[src/rtl/pkt_txn_pkg.sv]
package pkt_txn_pkg;
  typedef enum logic [2:0] {
    A_CTRL   = 3'd0,
    A_TXLEN  = 3'd1,
    A_TXDATA = 3'd2,
    A_RXLEN  = 3'd3,
    A_RXDATA = 3'd4,
    A_STAT   = 3'd5,
    A_MASK   = 3'd6
  } reg_addr_e;

  localparam int NSTAT     = 4;
  localparam int ST_TXDONE = 0;
  localparam int ST_RXDONE = 1;
  localparam int ST_ERR    = 2;
  localparam int ST_OVF    = 3;

  typedef enum logic [1:0] {RX_WAIT_LEN, RX_PAYLOAD, RX_DISCARD} rx_state_e;
endpackage

[src/rtl/pkt_tx_engine.sv]
module pkt_tx_engine #(
  parameter int DEPTH = 16,
  parameter int DW    = 8
) (
  input  logic          clk_i,
  input  logic          rst_ni,
  input  logic          wr_i,
  input  logic [DW-1:0] wr_data_i,
  input  logic [DW-1:0] len_i,
  input  logic          go_i,
  output logic          busy_o,
  output logic          done_o,
  output logic          err_o,
  output logic          tx_valid_o,
  input  logic          tx_ready_i,
  output logic [DW-1:0] tx_data_o,
  output logic [DW-1:0] tx_len_o,
  output logic          tx_last_o
);
  localparam int AW   = $clog2(DEPTH);
  localparam int PADW = DW - AW;

  logic [DW-1:0] mem [DEPTH];
  logic [AW-1:0] wr_ptr_q, rd_ptr_q;
  logic [DW-1:0] len_q;
  logic          busy_q;
  logic          len_ok, accept, xfer, at_last;

  assign len_ok  = (len_i != '0) && (len_i <= DW'(DEPTH));
  assign accept  = go_i && !busy_q && len_ok;
  assign err_o   = go_i && !busy_q && !len_ok;
  assign at_last = ({{PADW{1'b0}}, rd_ptr_q} == len_q - 1'b1);
  assign xfer    = busy_q && tx_ready_i;
  assign done_o  = xfer && at_last;

  always_ff @(posedge clk_i) begin
    if (wr_i && !busy_q) mem[wr_ptr_q] <= wr_data_i;
  end

  always_ff @(posedge clk_i or negedge rst_ni) begin
    if (!rst_ni) begin
      wr_ptr_q <= '0;
      rd_ptr_q <= '0;
      len_q    <= '0;
      busy_q   <= 1'b0;
    end else begin
      if (accept) begin
        wr_ptr_q <= '0;
        rd_ptr_q <= '0;
        len_q    <= len_i;
        busy_q   <= 1'b1;
      end else begin
        if (wr_i && !busy_q) wr_ptr_q <= wr_ptr_q + 1'b1;
        if (xfer) begin
          rd_ptr_q <= rd_ptr_q + 1'b1;
          if (at_last) busy_q <= 1'b0;
        end
      end
    end
  end

  assign busy_o     = busy_q;
  assign tx_valid_o = busy_q;
  assign tx_data_o  = mem[rd_ptr_q];
  assign tx_len_o   = len_q;
  assign tx_last_o  = busy_q && at_last;

  p_hold_stalled_r2: assert property (@(posedge clk_i) disable iff (!rst_ni)
    tx_valid_o && !tx_ready_i |=> tx_valid_o && $stable(tx_data_o) && $stable(tx_len_o));
  p_bad_go_r4: assert property (@(posedge clk_i) disable iff (!rst_ni)
    go_i && !busy_q && !len_ok |=> !tx_valid_o);
  p_self_clear_r3: assert property (@(posedge clk_i) disable iff (!rst_ni)
    done_o |=> !busy_o);
endmodule

[src/rtl/pkt_rx_engine.sv]
module pkt_rx_engine
  import pkt_txn_pkg::*;
#(
  parameter int DEPTH = 16,
  parameter int DW    = 8
) (
  input  logic          clk_i,
  input  logic          rst_ni,
  input  logic          rx_valid_i,
  input  logic [DW-1:0] rx_data_i,
  input  logic          len_rd_i,
  input  logic          data_rd_i,
  output logic [DW-1:0] rd_data_o,
  output logic [DW-1:0] rx_len_o,
  output logic          done_o,
  output logic          err_o,
  output logic          ovf_o
);
  localparam int AW   = $clog2(DEPTH);
  localparam int PADW = DW - AW;

  logic [DW-1:0] mem [DEPTH];
  rx_state_e     state_q;
  logic [DW-1:0] exp_q, skip_q, len_q;
  logic [AW-1:0] wr_ptr_q, rd_ptr_q;
  logic          pending_q;
  logic          len_ok, start, in_payload;

  assign len_ok     = (rx_data_i != '0) && (rx_data_i <= DW'(DEPTH));
  assign start      = rx_valid_i && (state_q == RX_WAIT_LEN) && len_ok;
  assign err_o      = rx_valid_i && (state_q == RX_WAIT_LEN) && !len_ok;
  assign ovf_o      = start && pending_q;
  assign in_payload = rx_valid_i && (state_q == RX_PAYLOAD);
  assign done_o     = in_payload && ({{PADW{1'b0}}, wr_ptr_q} == exp_q - 1'b1);

  always_ff @(posedge clk_i) begin
    if (in_payload) mem[wr_ptr_q] <= rx_data_i;
  end

  always_ff @(posedge clk_i or negedge rst_ni) begin
    if (!rst_ni) begin
      state_q  <= RX_WAIT_LEN;
      exp_q    <= '0;
      skip_q   <= '0;
      len_q    <= '0;
      wr_ptr_q <= '0;
    end else if (rx_valid_i) begin
      unique case (state_q)
        RX_WAIT_LEN: begin
          if (len_ok) begin
            state_q  <= RX_PAYLOAD;
            exp_q    <= rx_data_i;
            wr_ptr_q <= '0;
          end else if (rx_data_i != '0) begin
            state_q <= RX_DISCARD;
            skip_q  <= rx_data_i;
          end
        end
        RX_PAYLOAD: begin
          wr_ptr_q <= wr_ptr_q + 1'b1;
          if (done_o) begin
            state_q <= RX_WAIT_LEN;
            len_q   <= exp_q;
          end
        end
        RX_DISCARD: begin
          skip_q <= skip_q - 1'b1;
          if (skip_q == DW'(1)) state_q <= RX_WAIT_LEN;
        end
        default: state_q <= RX_WAIT_LEN;
      endcase
    end
  end

  always_ff @(posedge clk_i or negedge rst_ni) begin
    if (!rst_ni) begin
      pending_q <= 1'b0;
      rd_ptr_q  <= '0;
    end else begin
      if (done_o)        pending_q <= 1'b1;
      else if (len_rd_i) pending_q <= 1'b0;
      if (len_rd_i)       rd_ptr_q <= '0;
      else if (data_rd_i) rd_ptr_q <= rd_ptr_q + 1'b1;
    end
  end

  assign rd_data_o = mem[rd_ptr_q];
  assign rx_len_o  = len_q;

  p_wr_in_range_r5: assert property (@(posedge clk_i) disable iff (!rst_ni)
    state_q == RX_PAYLOAD |-> {{PADW{1'b0}}, wr_ptr_q} < exp_q);
  p_pending_after_done_r8: assert property (@(posedge clk_i) disable iff (!rst_ni)
    done_o |=> pending_q);
  p_discard_keeps_len_r6: assert property (@(posedge clk_i) disable iff (!rst_ni)
    state_q == RX_DISCARD |=> $stable(rx_len_o));
endmodule

[src/rtl/pkt_irq_status.sv]
module pkt_irq_status #(
  parameter int NS = 4
) (
  input  logic          clk_i,
  input  logic          rst_ni,
  input  logic [NS-1:0] set_i,
  input  logic          clr_i,
  input  logic          mask_we_i,
  input  logic [NS-1:0] mask_i,
  output logic [NS-1:0] status_o,
  output logic [NS-1:0] mask_o,
  output logic          irq_o
);
  logic [NS-1:0] status_q, mask_q;

  always_ff @(posedge clk_i or negedge rst_ni) begin
    if (!rst_ni) begin
      status_q <= '0;
      mask_q   <= '0;
    end else begin
      status_q <= (clr_i ? '0 : status_q) | set_i;
      if (mask_we_i) mask_q <= mask_i;
    end
  end

  assign status_o = status_q;
  assign mask_o   = mask_q;
  assign irq_o    = |(status_q & mask_q);

  p_clear_on_read_r9: assert property (@(posedge clk_i) disable iff (!rst_ni)
    clr_i && (set_i == '0) |=> status_o == '0);
  p_event_survives_r9: assert property (@(posedge clk_i) disable iff (!rst_ni)
    |set_i |=> (status_o & $past(set_i)) == $past(set_i));
  p_irq_needs_mask_r10: assert property (@(posedge clk_i) disable iff (!rst_ni)
    irq_o |-> |mask_o);
endmodule

[src/rtl/pkt_txn_ctrl.sv]
module pkt_txn_ctrl
  import pkt_txn_pkg::*;
#(
  parameter int DEPTH = 16,
  parameter int DW    = 8
) (
  input  logic          clk_i,
  input  logic          rst_ni,
  input  logic          reg_we_i,
  input  logic          reg_re_i,
  input  logic [2:0]    reg_addr_i,
  input  logic [DW-1:0] reg_wdata_i,
  output logic [DW-1:0] reg_rdata_o,
  output logic          irq_o,
  output logic          tx_valid_o,
  input  logic          tx_ready_i,
  output logic [DW-1:0] tx_data_o,
  output logic [DW-1:0] tx_len_o,
  output logic          tx_last_o,
  input  logic          rx_valid_i,
  input  logic [DW-1:0] rx_data_i
);
  reg_addr_e     addr;
  logic [DW-1:0] txlen_q, rx_rd_data, rx_len;
  logic          tx_busy, tx_done, tx_err, rx_done, rx_err, rx_ovf;
  logic [NSTAT-1:0] status, mask, set;

  assign addr = reg_addr_e'(reg_addr_i);

  always_ff @(posedge clk_i or negedge rst_ni) begin
    if (!rst_ni)                           txlen_q <= '0;
    else if (reg_we_i && addr == A_TXLEN) txlen_q <= reg_wdata_i;
  end

  pkt_tx_engine #(.DEPTH(DEPTH), .DW(DW)) u_tx (
    .clk_i, .rst_ni,
    .wr_i      (reg_we_i && addr == A_TXDATA),
    .wr_data_i (reg_wdata_i),
    .len_i     (txlen_q),
    .go_i      (reg_we_i && addr == A_CTRL && reg_wdata_i[0]),
    .busy_o    (tx_busy),
    .done_o    (tx_done),
    .err_o     (tx_err),
    .tx_valid_o, .tx_ready_i, .tx_data_o, .tx_len_o, .tx_last_o
  );

  pkt_rx_engine #(.DEPTH(DEPTH), .DW(DW)) u_rx (
    .clk_i, .rst_ni, .rx_valid_i, .rx_data_i,
    .len_rd_i  (reg_re_i && addr == A_RXLEN),
    .data_rd_i (reg_re_i && addr == A_RXDATA),
    .rd_data_o (rx_rd_data),
    .rx_len_o  (rx_len),
    .done_o    (rx_done),
    .err_o     (rx_err),
    .ovf_o     (rx_ovf)
  );

  always_comb begin
    set            = '0;
    set[ST_TXDONE] = tx_done;
    set[ST_RXDONE] = rx_done;
    set[ST_ERR]    = tx_err | rx_err;
    set[ST_OVF]    = rx_ovf;
  end

  pkt_irq_status #(.NS(NSTAT)) u_stat (
    .clk_i, .rst_ni,
    .set_i     (set),
    .clr_i     (reg_re_i && addr == A_STAT),
    .mask_we_i (reg_we_i && addr == A_MASK),
    .mask_i    (reg_wdata_i[NSTAT-1:0]),
    .status_o  (status),
    .mask_o    (mask),
    .irq_o
  );

  always_comb begin
    reg_rdata_o = '0;
    unique case (addr)
      A_CTRL:   reg_rdata_o[0] = tx_busy;
      A_TXLEN:  reg_rdata_o = txlen_q;
      A_RXLEN:  reg_rdata_o = rx_len;
      A_RXDATA: reg_rdata_o = rx_rd_data;
      A_STAT:   reg_rdata_o[NSTAT-1:0] = status;
      A_MASK:   reg_rdata_o[NSTAT-1:0] = mask;
      default:  reg_rdata_o = '0;
    endcase
  end

  p_reset_quiet_r11: assert property (@(posedge clk_i) disable iff (!rst_ni)
    $rose(tx_valid_o) |-> $past(reg_we_i));
endmodule

[config.mk]
export PLATFORM = sky130hd
export DESIGN_NAME = pkt_txn_ctrl
export DESIGN_NICKNAME = d
export VERILOG_FILES = /design/src/rtl/pkt_txn_pkg.sv /design/src/rtl/pkt_tx_engine.sv /design/src/rtl/pkt_rx_engine.sv /design/src/rtl/pkt_irq_status.sv /design/src/rtl/pkt_txn_ctrl.sv
export SDC_FILE = /design/constraint.sdc
export NUM_CORES = 1
export LEC_CHECK = 0
export BUFFER_PORTS_ARGS = -buffer_cell sky130_fd_sc_hd__buf_2
export CORE_UTILIZATION = 50
export DETAILED_ROUTE_END_ITERATION = 8
export PLACE_DENSITY = 0.69
export REMOVE_ABC_BUFFERS = 1
export SYNTH_ARGS = -nofsm -noshare
export SYNTH_HDL_FRONTEND = slang
export SYNTH_SLANG_ARGS = --single-unit
[constraint.sdc]
create_clock -name clk_i -period 2.2 [get_ports clk_i]
set_input_delay 0.44 -clock clk_i [delete_from_list [all_inputs] [get_ports clk_i]]
set_output_delay 0.44 -clock clk_i [all_outputs]
set_load 0.05 [all_outputs]
==> flow_summary_export.csv <==
group,metric,value,unit
power_and_ir_drop,power_frac_comb,23.3,%
timing,fin_crit,2.93,ns
timing,finalCritPeriodShare,133,%
floorplanning,start_util,51.6,%
synthesis,avgSynthCellArea,17.2,µm²
placed_design,hpwl,20500,µm
global_route,grt_usage,22.8,%
worst_setup_path,crit_chain,"buf_12, mux4_2, mux2_2, a222oi_1, o21ai_1, buf_6",
final_layout,design_area,16500,µm²
final_layout,final_common_cell,"edfxtp_1",
timing,rsz0062_at_grt,"yes",
worst_setup_path,required,1.76,ns
routing,wl_per_cell,23.1,µm
final_layout,nFillCells,1872,
routing,vias_per_cell,5.90,
timing,finalMaxSlewViolations,0,
timing,hold_viol_final,0,
worst_setup_path,end_kind,"output pin",
run,cap_violations,0,
power_and_ir_drop,internal-power,0.0117,W
synthesis,ys_warn_count,0,
power_and_ir_drop,power_switching,0.00443,W
routing,dr.pass1.iters,5,
cts,cts_buffers,34,
routing,wirelength,30900,µm
power_and_ir_drop,ir_worst_vdd,724,µV
timing,worstMarginPinSlew,0.705,ns
floorplanning,row_count,59,
worst_setup_path,worstSetupStartpointType,"register",
cts,cts_buffer_depth,3,
status,violations,"negative setup slack",
timing,whs,0.250,ns
floorplanning,ioPinCount,52,
synthesis,synth-edff-count,256,
synthesis,synth_area_leaders,"edfxtp_1 57%, dfrtp_1 13%, mux4_2 12%, mux2_2 2.4%, mux2i_1 1.9%",
floorplanning,fp.dieArea,27800,µm²
synthesis,synth_cell_types,59,
routing,vias,7888,
cts,clockRootBuffer,"clkbuf_16",
routing,drtAntennaViolNets,0,
worst_setup_path,slowest_delay,0.50,ns
final_layout,layout_common_cells,"256 x edfxtp_1, 114 x buf_4, 70 x mux4_2",
global_route,antenna_found_initial,0,
worst_setup_path,setup.worst_path.class,"reg -> out",
global_route,gr-total-overflow,0,
global_route,grt_max_degree,69,
placed_design,dpl_cell_area,15100,µm²
timing,fmax,341,MHz
routing,first_iter_violations,777,
power_and_ir_drop,power_density,980,nW/µm²
final_layout,final_nets,1015,
power_and_ir_drop,seqPwrFrac,43.8,%
cts,cts_sinks,324,
worst_setup_path,worstPathArrival,2.49,ns
timing,relSlewSlack,52.5,%
cts,h-tree-depth,2,
worst_hold_path,hp-class,"in -> reg",
floorplanning,dieWidth,167,µm
final_layout,instances_no_fill,1336,
final_layout,area_delta_synth_final,21.3,%
synthesis,synthArstFlopShare,21.0,%
cts,clock_latency,0.51,ns
cts,tritoncts,"done",
worst_setup_path,crit_slowest_cell,"mux4_2",
synthesis,synthesis.area,13600,µm²
timing,fin_ws,-0.733,ns
worst_setup_path,critical_path.max_fanout,7,
global_route,grt_pass1_wl,47600,µm
power_and_ir_drop,switching_share,27.4,%
synthesis,synthCells,792,
status,status,"complete, but fails checks",
timing,clock-skew-final,0.0145,ns
placed_design,dp_cells,1263,
floorplanning,fp.dieH,167,µm
synthesis,synth_top_area_share,56.6,%
routing,remaining_drc_errors,0,
placed_design,place_congestion,0.886,
synthesis,yosys_most_used_dff,"edfxtp_1",
cts,path_clk_slew,0.06,ns
global_route,grt_pass1_vias,8090,
floorplanning,core,26400,µm²
synthesis,synth_seq_cells,324,
timing,setup-violations-final,17,
synthesis,yosysTopAreaCell,"edfxtp_1",
final_layout,diodes,0,
power_and_ir_drop,pwr-share-clk,32.9,%
final_layout,drive_gt1_share,36.0,%
synthesis,ys_seq_area_share,69.1,%
power_and_ir_drop,p_leak,6.07,nW
placed_design,port_buffers,51,
-- cell families (layout without fill, tap and decap cells) --
family / Yosys count / in the layout / synth area share [%]
AO/OA/AOI/OAI: 80 / 80 / 3.77
XOR/XNOR: 18 / 18 / 1.22
adder cells (fa/ha/maj): 14 / 14 / 1.29
buffers and inverters: 52 / 261 / 1.70
flip-flops: 324 / 324 / 69.1
multiplexers: 131 / 131 / 16.6
AND/OR/NAND/NOR: 173 / 173 / 6.35
-- layer usage --
layer | vias to the layer above | share of wire [%] | GRT usage (%)
li1 | 3488 | - | -
met1 | 4066 | 44 | 32.7
met2 | 289 | 47 | 35.9
met3 | 45 | 6.7 | 4.18
met4 | 0 | 2.2 | 6.76
met5 | - | 0 | 0
-- power groups by stage --
stage          Combinational [W]  Clock, W  Sequential (W)
5_1_grt                  0.00399   0.00563         0.00710
4_1_cts                  0.00368   0.00539         0.00706
2_1_floorplan            0.00199         0         0.00742
3_3_place_gp             0.00334         0         0.00716
6_report                 0.00376   0.00532         0.00708
3_5_place_dp             0.00338         0         0.00717
-- what timing repair did --
action	4_1_cts	5_1_grt
buffers inserted	6	4
resized for setup	61	7
cloned	0	3
hold endpoints to repair	68	0
pin swaps	8	10
setup endpoints to repair	18	33
hold buffers	1	0
-- critical path: cells and delay by family (launching register included) --
kind | cells | cell delay (ns)
DFF | 1 | 0.42
AOI/OAI and AO/OA | 2 | 0.43
muxes | 2 | 0.78
buffers and inverters | 2 | 0.34
-- area by class of cell --
cell class                 instances  area (µm²)  share of cell area, %
clock buffer                      45         902                   5.47
clock inverter                    16         126                  0.767
inverter                          18        67.6                  0.410
multi-input combinational        416        4060                   24.7
sequential                       324        9390                   57.0
tap                              335         419                   2.54
timing repair buffer             182        1510                   9.18
-- synthesized netlist by cell type, types with 4 or more instances --
master / n
o22a_1: 4
nand2b_1: 9
ha_1: 14
mux4_2: 70
mux2_4: 6
mux2i_1: 26
nor4_1: 4
buf_2: 11
mux2_2: 29
xor2_1: 9
and2_1: 4
nor2b_1: 10
inv_1: 17
nor3_1: 16
clkbuf_1: 13
buf_4: 6
o21ai_0: 27
nand3_1: 13
nand4_1: 6
xnor2_1: 8
buf_1: 4
nor2_1: 49
nor3b_1: 4
edfxtp_1: 256
nand2_1: 41
a21oi_1: 17
dfrtp_1: 68
-- stage by stage --
stage / utilization [%] / setup TNS (ns) / setup WS (ns) / total power (W)
floorplan: - / -27.26 / -1.39 / 0.00941
global placement: 57.3 / -2.07 / -0.216 / 0.0105
detailed placement: 57.3 / -2.56 / -0.249 / 0.0106
CTS: 62.2 / -10.67 / -0.722 / 0.0161
global route: 62.6 / -12.09 / -0.792 / 0.0167
finish: 62.6 / -10.97 / -0.733 / 0.0162
-- flip-flops by register name, indices dropped and copies added, names as in the netlist, 8 cells and up --
signal / count
u_tx.mem: 128
u_rx.exp_q: 8
u_rx.skip_q: 8
txlen_q: 8
u_rx.rx_len_o: 8
u_rx.mem: 128
u_tx.tx_len_o: 8
-- worst paths after layout --
check	cells past startpoint	end	slack, ns	from
max	6	reg_rdata_o[1]	-0.73	u_rx.rd_ptr_q[0]
min	2	u_stat.status_o[0]	0.25	tx_ready_i
max reg2reg	6	u_tx.tx_len_o[1]	0.07	txlen_q[2]
min reg2reg	1	u_rx.exp_q[7]	0.49	u_rx.exp_q[7]
max in group asynchronous	3	u_tx.rd_ptr_q[0]	1.38	rst_ni
min in group asynchronous	3	u_rx.exp_q[7]	0.49	rst_ni
(Power assumes the default switching activity.)
